File: src/rtl/rs_pkg.sv
package rs_pkg;

    typedef enum logic [1:0] {
        ST_FREE  = 2'd0,
        ST_WAIT  = 2'd1,
        ST_READY = 2'd2
    } slot_state_t;

endpackage

File: src/rtl/rs_free_pick.sv
module rs_free_pick #(
    parameter int N = 4
) (
    input  logic [N-1:0] busy,
    output logic [N-1:0] free_oh,
    output logic         any_free
);

    always_comb begin
        free_oh  = '0;
        any_free = 1'b0;
        for (int i = 0; i < N; i++) begin
            if (!busy[i] && !any_free) begin
                free_oh[i] = 1'b1;
                any_free   = 1'b1;
            end
        end
    end

endmodule

File: src/rtl/rs_age_pick.sv
module rs_age_pick #(
    parameter int N = 4
) (
    input  logic         clk,
    input  logic         rst_n,
    input  logic [N-1:0] alloc_oh,
    input  logic [N-1:0] busy,
    input  logic [N-1:0] ready,
    input  logic         enable,
    output logic [N-1:0] grant_oh
);

    // elder_q[i][j] == 1 : slot i was allocated before slot j
    logic [N-1:0] elder_q [N];

    always_ff @(posedge clk or negedge rst_n) begin
        if (!rst_n) begin
            for (int i = 0; i < N; i++) elder_q[i] <= '0;
        end else begin
            for (int i = 0; i < N; i++) begin
                if (alloc_oh[i]) begin
                    elder_q[i] <= '0;
                end else begin
                    for (int j = 0; j < N; j++) begin
                        if (alloc_oh[j] && busy[i]) elder_q[i][j] <= 1'b1;
                    end
                end
            end
        end
    end

    always_comb begin
        for (int i = 0; i < N; i++) begin
            grant_oh[i] = enable && ready[i];
            for (int j = 0; j < N; j++) begin
                if (j != i && ready[j] && elder_q[j][i]) grant_oh[i] = 1'b0;
            end
        end
    end

    AST_ONE_GRANT: assert property (@(posedge clk) disable iff (!rst_n)
        $onehot0(grant_oh));

endmodule

File: src/rtl/rs_entry.sv
module rs_entry
    import rs_pkg::*;
#(
    parameter int DATA_W = 32,
    parameter int TAG_W  = 4,
    parameter int OP_W   = 4,
    parameter int CDB_N  = 2
) (
    input  logic                    clk,
    input  logic                    rst_n,
    input  logic                    flush,
    input  logic                    alloc,
    input  logic [OP_W-1:0]         in_op,
    input  logic                    in_store,
    input  logic                    in_a_rdy,
    input  logic [DATA_W-1:0]       in_a_val,
    input  logic [TAG_W-1:0]        in_a_tag,
    input  logic                    in_b_rdy,
    input  logic [DATA_W-1:0]       in_b_val,
    input  logic [TAG_W-1:0]        in_b_tag,
    input  logic [DATA_W-1:0]       in_off,
    input  logic [TAG_W-1:0]        in_dest,
    input  logic [CDB_N-1:0]        cdb_valid,
    input  logic [CDB_N*TAG_W-1:0]  cdb_tag,
    input  logic [CDB_N*DATA_W-1:0] cdb_data,
    input  logic                    grant,
    output logic                    busy,
    output logic                    ready,
    output logic [OP_W-1:0]         out_op,
    output logic                    out_store,
    output logic [DATA_W-1:0]       out_a,
    output logic [DATA_W-1:0]       out_b,
    output logic [TAG_W-1:0]        out_dest
);

    slot_state_t       state_q, state_d;
    logic [OP_W-1:0]   op_q;
    logic              store_q;
    logic              a_rdy_q, b_rdy_q;
    logic [DATA_W-1:0] a_val_q, b_val_q, off_q;
    logic [TAG_W-1:0]  a_tag_q, b_tag_q, dest_q;

    logic [TAG_W-1:0]  a_look, b_look;
    logic              a_hit, b_hit;
    logic [DATA_W-1:0] a_hit_val, b_hit_val;
    logic              a_have, b_have, need_b;

    // snoop every bus against the tag in question (incoming tag during alloc)
    always_comb begin
        a_look    = alloc ? in_a_tag : a_tag_q;
        b_look    = alloc ? in_b_tag : b_tag_q;
        a_hit     = 1'b0;
        b_hit     = 1'b0;
        a_hit_val = '0;
        b_hit_val = '0;
        for (int k = 0; k < CDB_N; k++) begin
            if (cdb_valid[k] && cdb_tag[k*TAG_W +: TAG_W] == a_look) begin
                a_hit     = 1'b1;
                a_hit_val = cdb_data[k*DATA_W +: DATA_W];
            end
            if (cdb_valid[k] && cdb_tag[k*TAG_W +: TAG_W] == b_look) begin
                b_hit     = 1'b1;
                b_hit_val = cdb_data[k*DATA_W +: DATA_W];
            end
        end
        a_have = alloc ? (in_a_rdy || a_hit) : (a_rdy_q || a_hit);
        b_have = alloc ? (in_b_rdy || b_hit) : (b_rdy_q || b_hit);
        need_b = alloc ? !in_store : !store_q;
    end

    // next-state
    always_comb begin
        state_d = state_q;
        unique case (state_q)
            ST_FREE:  if (alloc) state_d = (a_have && (b_have || !need_b)) ? ST_READY : ST_WAIT;
            ST_WAIT:  if (a_have && (b_have || !need_b)) state_d = ST_READY;
            ST_READY: if (grant) state_d = ST_FREE;
            default:  state_d = ST_FREE;
        endcase
        if (flush) state_d = ST_FREE;
    end

    // state register
    always_ff @(posedge clk or negedge rst_n) begin
        if (!rst_n) state_q <= ST_FREE;
        else        state_q <= state_d;
    end

    // payload and operand capture
    always_ff @(posedge clk or negedge rst_n) begin
        if (!rst_n) begin
            op_q    <= '0;
            store_q <= 1'b0;
            a_rdy_q <= 1'b1;
            b_rdy_q <= 1'b1;
            a_val_q <= '0;
            b_val_q <= '0;
            a_tag_q <= '0;
            b_tag_q <= '0;
            off_q   <= '0;
            dest_q  <= '0;
        end else if (alloc) begin
            op_q    <= in_op;
            store_q <= in_store;
            a_rdy_q <= in_a_rdy || a_hit;
            b_rdy_q <= in_b_rdy || b_hit;
            a_val_q <= in_a_rdy ? in_a_val : a_hit_val;
            b_val_q <= in_b_rdy ? in_b_val : b_hit_val;
            a_tag_q <= in_a_tag;
            b_tag_q <= in_b_tag;
            off_q   <= in_off;
            dest_q  <= in_dest;
        end else if (state_q == ST_WAIT) begin
            if (!a_rdy_q && a_hit) begin
                a_rdy_q <= 1'b1;
                a_val_q <= a_hit_val;
            end
            if (!b_rdy_q && b_hit) begin
                b_rdy_q <= 1'b1;
                b_val_q <= b_hit_val;
            end
        end
    end

    // outputs
    always_comb begin
        busy      = (state_q != ST_FREE);
        ready     = (state_q == ST_READY);
        out_op    = op_q;
        out_store = store_q;
        out_a     = a_val_q;
        out_b     = store_q ? off_q : b_val_q;
        out_dest  = dest_q;
    end

    AST_READY_HAS_OPS: assert property (@(posedge clk) disable iff (!rst_n)
        (state_q == ST_READY) |-> (a_rdy_q && (b_rdy_q || store_q)));
    AST_GRANT_ONLY_READY: assert property (@(posedge clk) disable iff (!rst_n)
        grant |-> (state_q == ST_READY));
    AST_ALLOC_ONLY_FREE: assert property (@(posedge clk) disable iff (!rst_n)
        alloc |-> (state_q == ST_FREE));

endmodule

File: src/rtl/rsv_station.sv
module rsv_station #(
    parameter int NUM_SLOTS = 4,
    parameter int DATA_W    = 32,
    parameter int TAG_W     = 4,
    parameter int OP_W      = 4,
    parameter int CDB_N     = 2
) (
    input  logic                    clk,
    input  logic                    rst_n,
    input  logic                    flush,
    input  logic                    iss_valid,
    input  logic [OP_W-1:0]         iss_op,
    input  logic                    iss_store,
    input  logic                    iss_a_rdy,
    input  logic [DATA_W-1:0]       iss_a_val,
    input  logic [TAG_W-1:0]        iss_a_tag,
    input  logic                    iss_b_rdy,
    input  logic [DATA_W-1:0]       iss_b_val,
    input  logic [TAG_W-1:0]        iss_b_tag,
    input  logic [DATA_W-1:0]       iss_offset,
    input  logic [TAG_W-1:0]        iss_dest,
    input  logic                    rob_has_slot,
    output logic                    iss_ready,
    input  logic [CDB_N-1:0]        cdb_valid,
    input  logic [CDB_N*TAG_W-1:0]  cdb_tag,
    input  logic [CDB_N*DATA_W-1:0] cdb_data,
    input  logic                    fu_busy,
    output logic                    disp_valid,
    output logic [OP_W-1:0]         disp_op,
    output logic                    disp_store,
    output logic [DATA_W-1:0]       disp_a,
    output logic [DATA_W-1:0]       disp_b,
    output logic [TAG_W-1:0]        disp_dest
);

    localparam int N = NUM_SLOTS;

    logic [N-1:0]      busy_vec, ready_vec, free_oh, alloc_oh, grant_oh;
    logic              any_free, take;
    logic [OP_W-1:0]   e_op   [N];
    logic              e_st   [N];
    logic [DATA_W-1:0] e_a    [N];
    logic [DATA_W-1:0] e_b    [N];
    logic [TAG_W-1:0]  e_dest [N];

    rs_free_pick #(.N(N)) u_free (
        .busy     (busy_vec),
        .free_oh  (free_oh),
        .any_free (any_free)
    );

    assign iss_ready = any_free && rob_has_slot && !flush;
    assign take      = iss_valid && iss_ready;
    assign alloc_oh  = take ? free_oh : '0;

    rs_age_pick #(.N(N)) u_age (
        .clk      (clk),
        .rst_n    (rst_n),
        .alloc_oh (alloc_oh),
        .busy     (busy_vec),
        .ready    (ready_vec),
        .enable   (!fu_busy && !flush),
        .grant_oh (grant_oh)
    );

    for (genvar g = 0; g < N; g++) begin : g_slot
        rs_entry #(
            .DATA_W (DATA_W),
            .TAG_W  (TAG_W),
            .OP_W   (OP_W),
            .CDB_N  (CDB_N)
        ) u_entry (
            .clk       (clk),
            .rst_n     (rst_n),
            .flush     (flush),
            .alloc     (alloc_oh[g]),
            .in_op     (iss_op),
            .in_store  (iss_store),
            .in_a_rdy  (iss_a_rdy),
            .in_a_val  (iss_a_val),
            .in_a_tag  (iss_a_tag),
            .in_b_rdy  (iss_b_rdy),
            .in_b_val  (iss_b_val),
            .in_b_tag  (iss_b_tag),
            .in_off    (iss_offset),
            .in_dest   (iss_dest),
            .cdb_valid (cdb_valid),
            .cdb_tag   (cdb_tag),
            .cdb_data  (cdb_data),
            .grant     (grant_oh[g]),
            .busy      (busy_vec[g]),
            .ready     (ready_vec[g]),
            .out_op    (e_op[g]),
            .out_store (e_st[g]),
            .out_a     (e_a[g]),
            .out_b     (e_b[g]),
            .out_dest  (e_dest[g])
        );
    end

    always_comb begin
        disp_valid = |grant_oh;
        disp_op    = '0;
        disp_store = 1'b0;
        disp_a     = '0;
        disp_b     = '0;
        disp_dest  = '0;
        for (int i = 0; i < N; i++) begin
            if (grant_oh[i]) begin
                disp_op    = disp_op    | e_op[i];
                disp_store = disp_store | e_st[i];
                disp_a     = disp_a     | e_a[i];
                disp_b     = disp_b     | e_b[i];
                disp_dest  = disp_dest  | e_dest[i];
            end
        end
    end

    AST_FULL_STALL: assert property (@(posedge clk) disable iff (!rst_n)
        (&busy_vec) |-> !iss_ready);
    AST_BUSY_HOLD: assert property (@(posedge clk) disable iff (!rst_n)
        fu_busy |-> !disp_valid);
    AST_FLUSH_EMPTY: assert property (@(posedge clk) disable iff (!rst_n)
        flush |=> (busy_vec == '0));
    AST_FLUSH_QUIET: assert property (@(posedge clk) disable iff (!rst_n)
        flush |-> (!disp_valid && !iss_ready));

endmodule

File: config.mk
export PLATFORM = sky130hd
export DESIGN_NAME = rsv_station
export DESIGN_NICKNAME = d
export VERILOG_FILES = /design/src/rtl/rs_pkg.sv /design/src/rtl/rs_free_pick.sv /design/src/rtl/rs_age_pick.sv /design/src/rtl/rs_entry.sv /design/src/rtl/rsv_station.sv
export SDC_FILE = /design/constraint.sdc
export NUM_CORES = 2
export LEC_CHECK = 0
export BUFFER_PORTS_ARGS = -buffer_cell sky130_fd_sc_hd__buf_2
export CORE_AREA = 2 2 291 293
export CTS_BUF_LIST = sky130_fd_sc_hd__clkbuf_8 sky130_fd_sc_hd__clkbuf_16
export CTS_CLUSTER_SIZE = 40
export DETAILED_ROUTE_END_ITERATION = 10
export DIE_AREA = 0 0 293 295
export PLACE_DENSITY = 0.52
export SLEW_MARGIN = 20
export SYNTH_ARGS = -nofsm -noshare
export SYNTH_HDL_FRONTEND = slang
export SYNTH_HIERARCHICAL = 1
export SYNTH_SLANG_ARGS = --single-unit
File: constraint.sdc
create_clock -name clk -period 4.9 [get_ports clk]
set_clock_uncertainty 0.1 [all_clocks]
set_input_delay 0.245 -clock clk [delete_from_list [all_inputs] [get_ports clk]]
set_output_delay 0.245 -clock clk [all_outputs]
set_load 0.01 [all_outputs]
* Word-level counts from Yosys, hierarchy flattened *
Cells that the tools add are included.

storage, ports and cells
  register bits after elaboration = 480
  output and inout bits = 75
  logic and storage cells = 457

operators by class
  equality and inequality tests = 36
  multiplexer cells = 195
  bitwise gates (word level) = 15
  reduce and logical (&&, ||, !) cells = 155

operators by type and width
  kind                                                 number
  2-to-1 mux 32 bit                                    60
  OR 32 bit                                            6
  2-to-1 mux 1 bit                                     90
  2-to-1 mux 4 bit                                     20
  logical AND 1 bit                                    66
  equality test 4 bit                                  16
  nonzero test 2 bit                                   28
  2-to-1 mux 2 bit                                     20
  logical NOT 1 bit                                    24
  != test 3 x 2 -> 1 bit, second input constant        8
  OR 4 bit                                             6
  one-hot mux 2 bit (3 select lines)                   4
  logical OR 1 bit                                     20
  AND reduction 2 bit                                  8
  != test 3 bit, second input constant                 4
  AND reduction 3 bit                                  4
  equality test 2 x 1 -> 1 bit, second input constant  4
  equality test 2 bit, second input constant           4
  logical NOT 2 bit                                    4
  OR reduction 4 bit                                   1
  2-to-1 mux 3 bit                                     1
  OR 1 bit                                             3

* Depth between registers and ports, before layout *
  depth after elaboration = 27
  depth in mapped cells = 13
  gate-level depth less buffers = 10

* Cells and area by module *
Netlist, hierarchy kept.

by module, submodules not included
  module        times used  cells an instance  area each (um^2)  seq. area each (um^2)
  rs_entry      4           633                6650.1            2930.3
  rsv_station   1           260                1717.9            0.0
  rs_age_pick   1           48                 485.5             300.3
  rs_free_pick  1           5                  36.3              0.0

* Worst setup path after synthesis *
No wires, ideal clock.

  path type = reg-to-reg
  from = register g_slot[1].u_entry.state_q[1]
  to = register g_slot[1].u_entry.b_val_q[10]
  setup time = 0.127 ns
  arrival = 3.234 ns
  data required time = 4.673 ns
  slack = 1.439 ns
  cell stages (with the launch flop) = 13
  buffers on the path = 2
  clock period less this slack = 3.461 ns
  path through = dfrtp_1 > or2_2 > nand4_1 > and4b_1 > and2_1 > buf_6 > mux2i_1 > xor2_1 > nand4_1 > or2b_1 > a31oi_2 > buf_6 > mux2_1

on the way
  word-level cells in the longest chain between the ends = 22
  elaborated cells on any way between the ends = 33
  classes of those cells = eq/ne: 3; mux: 14; reduce/logical: 16

RTL lines
  element                                                                     line                RTL
  from (decl)                                                                 rs_entry.sv:36      slot_state_t state_q, state_d;
  from (signal assigned)                                                      rs_entry.sv:86      else state_q <= state_d;
  nonzero test 2 bit *                                                        rs_entry.sv:127     busy = (state_q != ST_FREE);
  net busy_vec[1]                                                             rsv_station.sv:38   logic [N-1:0] busy_vec, ready_vec, free_oh, alloc_oh, grant_oh;
  logical NOT 1 bit *                                                         rs_free_pick.sv:13  if (!busy[i] && !any_free) begin
  logical AND 1 bit *                                                         rs_free_pick.sv:13
  2-to-1 mux 1 bit *                                                          rs_free_pick.sv:13
  logical NOT 1 bit                                                           rs_free_pick.sv:13
  logical AND 1 bit                                                           rs_free_pick.sv:13
  2-to-1 mux 1 bit *                                                          rs_free_pick.sv:13
  (+3 left out)                                                               n/a
  net any_free                                                                rsv_station.sv:39   logic any_free, take;
  (+4 left out)                                                               n/a
  net alloc_oh[1]                                                             rsv_station.sv:38
  2-to-1 mux 4 bit                                                            rs_entry.sv:51      b_look = alloc ? in_b_tag : b_tag_q;
  equality test 4 bit                                                         rs_entry.sv:61      if (cdb_valid[k] && cdb_tag[k*TAG_W +: TAG_W] == b_look) begin
  logical AND 1 bit                                                           rs_entry.sv:61
  2-to-1 mux 32 bit / 2-to-1 mux 1 bit (equally long branches) (2 in series)  rs_entry.sv:61
  2-to-1 mux 32 bit / logical AND 1 bit (equally long branches)               rs_entry.sv:118     if (!b_rdy_q && b_hit) begin
  2-to-1 mux 32 bit / nonzero test 2 bit (equally long branches)              n/a
  2-to-1 mux 32 bit / AND reduction 2 bit (equally long branches)             n/a
  to (signal assigned)                                                        rs_entry.sv:108     b_val_q <= in_b_rdy ? in_b_val : b_hit_val;
  to (signal assigned)                                                        rs_entry.sv:120     b_val_q <= b_hit_val;
  to (decl)                                                                   rs_entry.sv:40      logic [DATA_W-1:0] a_val_q, b_val_q, off_q;

The timed path passes the listed nets; every way through them passes the cells marked *. The select of a mux whose other input is x is not followed.
A chain may end at the register's enable or synchronous reset.

* Worst setup path after layout *
  from = register g_slot[0].u_entry.state_q[1]
  to = register g_slot[3].u_entry.a_val_q[29]

on the way
  word-level cells in the longest chain between the ends = 21
  elaborated cells on any way between the ends = 32
  classes of those cells = eq/ne: 2; mux: 15; reduce/logical: 15

RTL lines
  element                                                                     line                RTL
  from (decl)                                                                 rs_entry.sv:36
  from (signal assigned)                                                      rs_entry.sv:86
  nonzero test 2 bit *                                                        rs_entry.sv:127
  net busy_vec[0]                                                             rsv_station.sv:38
  2-to-1 mux 1 bit / logical AND 1 bit (equally long branches)                rs_free_pick.sv:13
  2-to-1 mux 1 bit *                                                          rs_free_pick.sv:13
  logical NOT 1 bit                                                           rs_free_pick.sv:13
  logical AND 1 bit                                                           rs_free_pick.sv:13
  2-to-1 mux 1 bit *                                                          rs_free_pick.sv:13
  logical NOT 1 bit                                                           rs_free_pick.sv:13
  (+2 left out)                                                               n/a
  net any_free                                                                rsv_station.sv:39
  (+4 left out)                                                               n/a
  net alloc_oh[3]                                                             rsv_station.sv:38
  2-to-1 mux 4 bit                                                            n/a
  equality test 4 bit                                                         rs_entry.sv:57      if (cdb_valid[k] && cdb_tag[k*TAG_W +: TAG_W] == a_look) begin
  logical AND 1 bit                                                           rs_entry.sv:57
  2-to-1 mux 32 bit / 2-to-1 mux 1 bit (equally long branches) (2 in series)  rs_entry.sv:57
  2-to-1 mux 32 bit / logical AND 1 bit (equally long branches)               rs_entry.sv:114     if (!a_rdy_q && a_hit) begin
  2-to-1 mux 32 bit / nonzero test 2 bit (equally long branches)              n/a
  2-to-1 mux 32 bit / AND reduction 2 bit (equally long branches)             n/a
  to (signal assigned)                                                        rs_entry.sv:107     a_val_q <= in_a_rdy ? in_a_val : a_hit_val;
  to (signal assigned)                                                        rs_entry.sv:116     a_val_q <= a_hit_val;
  to (decl)                                                                   rs_entry.sv:40

Marks and branches as above.

==> impl_summary.log <==
INFO  metric status = finished clean
INFO  metric instance_area_at_placement = 30,900 um2
INFO  metric htree_num_levels = 2
INFO  metric detailedRoute.firstPassIterationCount = 6
INFO  metric yosys-mux-area-fraction = 0.247
INFO  metric die_width = 293 um
INFO  metric worst_pin_slew = approximately 1100 ps
INFO  metric cp.buffers_inverters = 2
INFO  metric grt_start_max_net_pins = 141
INFO  metric dr.first_iter.drc_count = ~2,600
INFO  metric clk-insertion-delay-late = approximately 660 ps
INFO  metric maxCapViolations = 0
INFO  metric gp_congestion = 0.869
INFO  metric synthArstFlopShare = 1.00
INFO  metric routed_via_density = about 6.0
INFO  metric critical_path.endpoint = g_slot[3].u_entry/out_a[29]$_DFFE_PN0P_
INFO  metric synth_warnings = 6
INFO  metric dr_total_vias = between 20,000 and 30,000
INFO  metric area_of_the_core_region = a little over 80,000 um2
INFO  metric globalRouteTotalUtil = 0.269
INFO  metric worst-path-stages = 12
INFO  metric grt-ovfl-total = 0
INFO  metric r2r_end = g_slot[3].u_entry/out_a[29]$_DFFE_PN0P_
INFO  metric arrival = approximately 5000 ps
INFO  metric cp_top_family = simple AND/OR/NAND/NOR gates
INFO  metric finalPower = between 10 and 15 mW
INFO  metric wl = between 100 and 150 mm
INFO  metric routedLengthMet1 = approximately 48 mm
INFO  metric dominantRegCellSynth = dfrtp_1
INFO  metric io-pin-count = 270
INFO  metric start_util = 0.347
INFO  metric setup_tns = 0 ps
INFO  metric final_design_area_no_fill = about 34,000 um2
INFO  metric met3RoutedLength = roughly 11 mm
INFO  metric worstPathCellList = or2_2 > nand4_1 > and4b_1 > and2_4 > mux2i_1 > mux2_2 > nor4_4 > nand2b_1 > buf_4 > o211ai_1 > dlygate4sd3_1 > mux2_1
INFO  metric crit_type = flip-flop to flip-flop
INFO  metric antenna_found_initial = 26
INFO  metric post-route-min-period = roughly 4500 ps
INFO  metric floorplan.die_area = ~86,000 um2
INFO  metric synth-simple-area-share = 0.155
INFO  metric drive_gt1_frac = 0.293
INFO  metric port-buffer-count = between 200 and 300
INFO  metric post-dp-hpwl = roughly 74 mm
INFO  metric slew_viol_final = 0
INFO  metric clk_transition_reported_paths = around 60 ps
INFO  metric grt_first_pass_wirelength = 174 mm
INFO  metric average_cell_area_after_synthesis = 10.1 um2
INFO  metric synthTopCellsByArea = dfrtp_1 41%, mux2_2 12%, nand3_1 6.7%
INFO  metric yosys.area_share.adder = 0
INFO  metric dp_cells = around 4,000
INFO  metric synth_commonest_cells = 472 x dfrtp_1, 384 x nand3_1, 350 x nand2_1
INFO  metric tritoncts = built
INFO  metric fmax = between 200 and 250 MHz
INFO  metric worst-endpoint-required = 5340 ps
INFO  metric count_of_cell_types_in_the_netlist = 43
INFO  metric synth_edf_count = 0
INFO  metric p_leak = approximately 16 nW
INFO  metric syn-num-nets = a little over 3,000
INFO  metric critical_path.max_fanout = 32
INFO  metric synth_top_family_by_area = multiplexers
INFO  metric syn_to_layout_area_delta = 18.0%
INFO  metric synth_most_common_cell = dfrtp_1
INFO  metric met2WireLength = 54.7 mm
INFO  metric cp_launch_point = g_slot[0].u_entry/state_q[1]$_DFFE_PN0P_
INFO  metric critical-path-slowest-cell = dlygate4sd3_1
INFO  metric synthesis.instances = 2,845
INFO  metric synth_xor_xnor_area_share = 0.0146
INFO  metric instances_no_fill = roughly 4,200
INFO  metric highest_layer = met5
INFO  metric post-route-period-util = 0.909
INFO  metric startpoint_type = flip-flop
INFO  metric synth_compound_area_frac = 0.114
INFO  metric cts.path.max_buffers = 3
INFO  metric drt.antenna.violating_nets = 0
INFO  metric chipHeight = ~300 um
INFO  metric floorplan.rows = about 110
INFO  metric worst_hold_path_type = primary input to async pin
INFO  metric critical_path.max_stage_delay = approximately 570 ps
INFO  metric route.detailed.drc = 0
INFO  metric worst-r2r-setup-slack = between 400 and 500 ps
INFO  metric postCtsSetupRepairBufs = 0
INFO  metric post_syn_area = just under 30,000 um2
INFO  metric synthDominantAreaCellType = dfrtp_1
INFO  metric finalNetCount = approximately 3,300
INFO  metric numClockSinks = 480
INFO  metric vdd.ir_drop.worst = between 0.2 and 0.3 mV
INFO  metric postLayoutCoreUtil = 0.409
INFO  metric area_share_of_the_leading_cell_type_in_the_synthesized_netlist = 0.410
INFO  metric cts_root_buf = clkbuf_16
INFO  metric setup.worst_path.end_class = flip-flop
INFO  metric total_power_density_per_cell_area = between 300 and 400 nW/um2
INFO  metric cts_inserted_buffers = 57
INFO  metric setup_repair_after_global_routing_missed_its_margin = false
INFO  metric vias_in_the_first_global_route = roughly 26,000
INFO  metric r2r_cells = 12
INFO  metric final_hold_vio_count = 0
INFO  metric yosys_register_bits = 480
INFO  metric routedWlPerCell = ~28 um
INFO  metric finalSetupViolations = 0
INFO  metric synth-seq-area-share = 0.417
INFO  metric final.fill_count = roughly 8,000
INFO  metric slew_headroom = 0.294
INFO  metric rr_startpoint = g_slot[0].u_entry/state_q[1]$_DFFE_PN0P_
[kinds of logic after synthesis]
group                     Yosys count
AOI/OAI and AO/OA                 458
xor gates and xnor gates           48
and+or+nand+nor                   970
buffers and inverters             293
muxes                             596
DFF                               480
[area by class of cell]
| cell class | instances | area (um2) | area share |
|---|---|---|---|
| multi-input cells | 2072 | 15400 | 0.452 |
| flip-flops and latches | 480 | 12000 | 0.353 |
| repair buffers | 450 | 3100 | 0.0910 |
| clock buffers | 78 | 1730 | 0.0507 |
| well taps | 1080 | 1350 | 0.0397 |
| clock inverters | 28 | 239 | 0.00702 |
| inverters | 45 | 169 | 0.00496 |
| diodes | 13 | 32.5 | 0.000956 |
[timing repair]
| action | CTS | global route |
|---|---|---|
| gates resized for setup | 0 | 0 |
| endpoints found under the hold margin | 505 | 0 |
| hold buffers | 111 | 0 |
[worst min path at each step]
stage                     cells past startpoint                                      end  slack (ps)     startpoint
final                                         2  g_slot[2].u_entry/out_op[0]$_DFFE_PN0P_          10          rst_n
after global routing                          4  g_slot[2].u_entry/out_a[22]$_DFFE_PN0P_          20  iss_a_val[22]
after CTS                                     4  g_slot[1].u_entry/out_a[20]$_DFFE_PN0P_         0.6  iss_a_val[20]
after detailed placement                      1  g_slot[2].u_entry/out_op[0]$_DFFE_PN0P_         140          rst_n
after global placement                        1  g_slot[1].u_entry/out_op[0]$_DFFE_PN0P_         140          rst_n
after floorplan                               0   g_slot[0].u_entry/a_tag_q[0]$_DFF_PN0_        -150          rst_n
[power by group]
part	internal, mW	switching, mW
Clock	2.61	1.82
Sequential	4.42	0.279
Combinational	0.919	1.15
Total	7.95	3.25
[registers in the layout (all words and copies together) (netlist names)]
register	cells
g_slot.u_entry/a_rdy_q	4
g_slot.u_entry/a_tag_q	16
g_slot.u_entry/b_rdy_q	4
g_slot.u_entry/b_tag_q	16
g_slot.u_entry/b_val_q	128
g_slot.u_entry/off_q	128
g_slot.u_entry/out_a	128
g_slot.u_entry/out_dest	16
g_slot.u_entry/out_op	16
g_slot.u_entry/out_store	4
g_slot.u_entry/state_q	8
u_age/elder_q	12
[stage by stage]
stage | hold slack [ps] | setup slack, ps
after floorplan | -151 | 1440
after global placement | 140 | 963
after detailed placement | 140 | 882
after CTS | 0.641 | 511
after global routing | 15.7 | 224
final | 14.5 | 445
[routing by layer]
metal	vias up	global-route usage
met5	-	0
met2	1362	0.434
li1	10854	-
met1	12903	0.342
met3	288	0.0675
met4	30	0.116
[cells in the final DEF, fill, tap and decap left out, types with 58 or more instances in the layout]
master	count
mux2_2	316
nand3_1	384
clkbuf_16	58
nor2_1	162
o211ai_1	128
buf_2	267
inv_1	58
a22oi_1	150
mux2_4	112
buf_4	63
dfrtp_1	472
dlygate4sd3_1	111
nand2_1	342
mux2_1	128
a31oi_1	128
(Power assumes the default switching activity.)
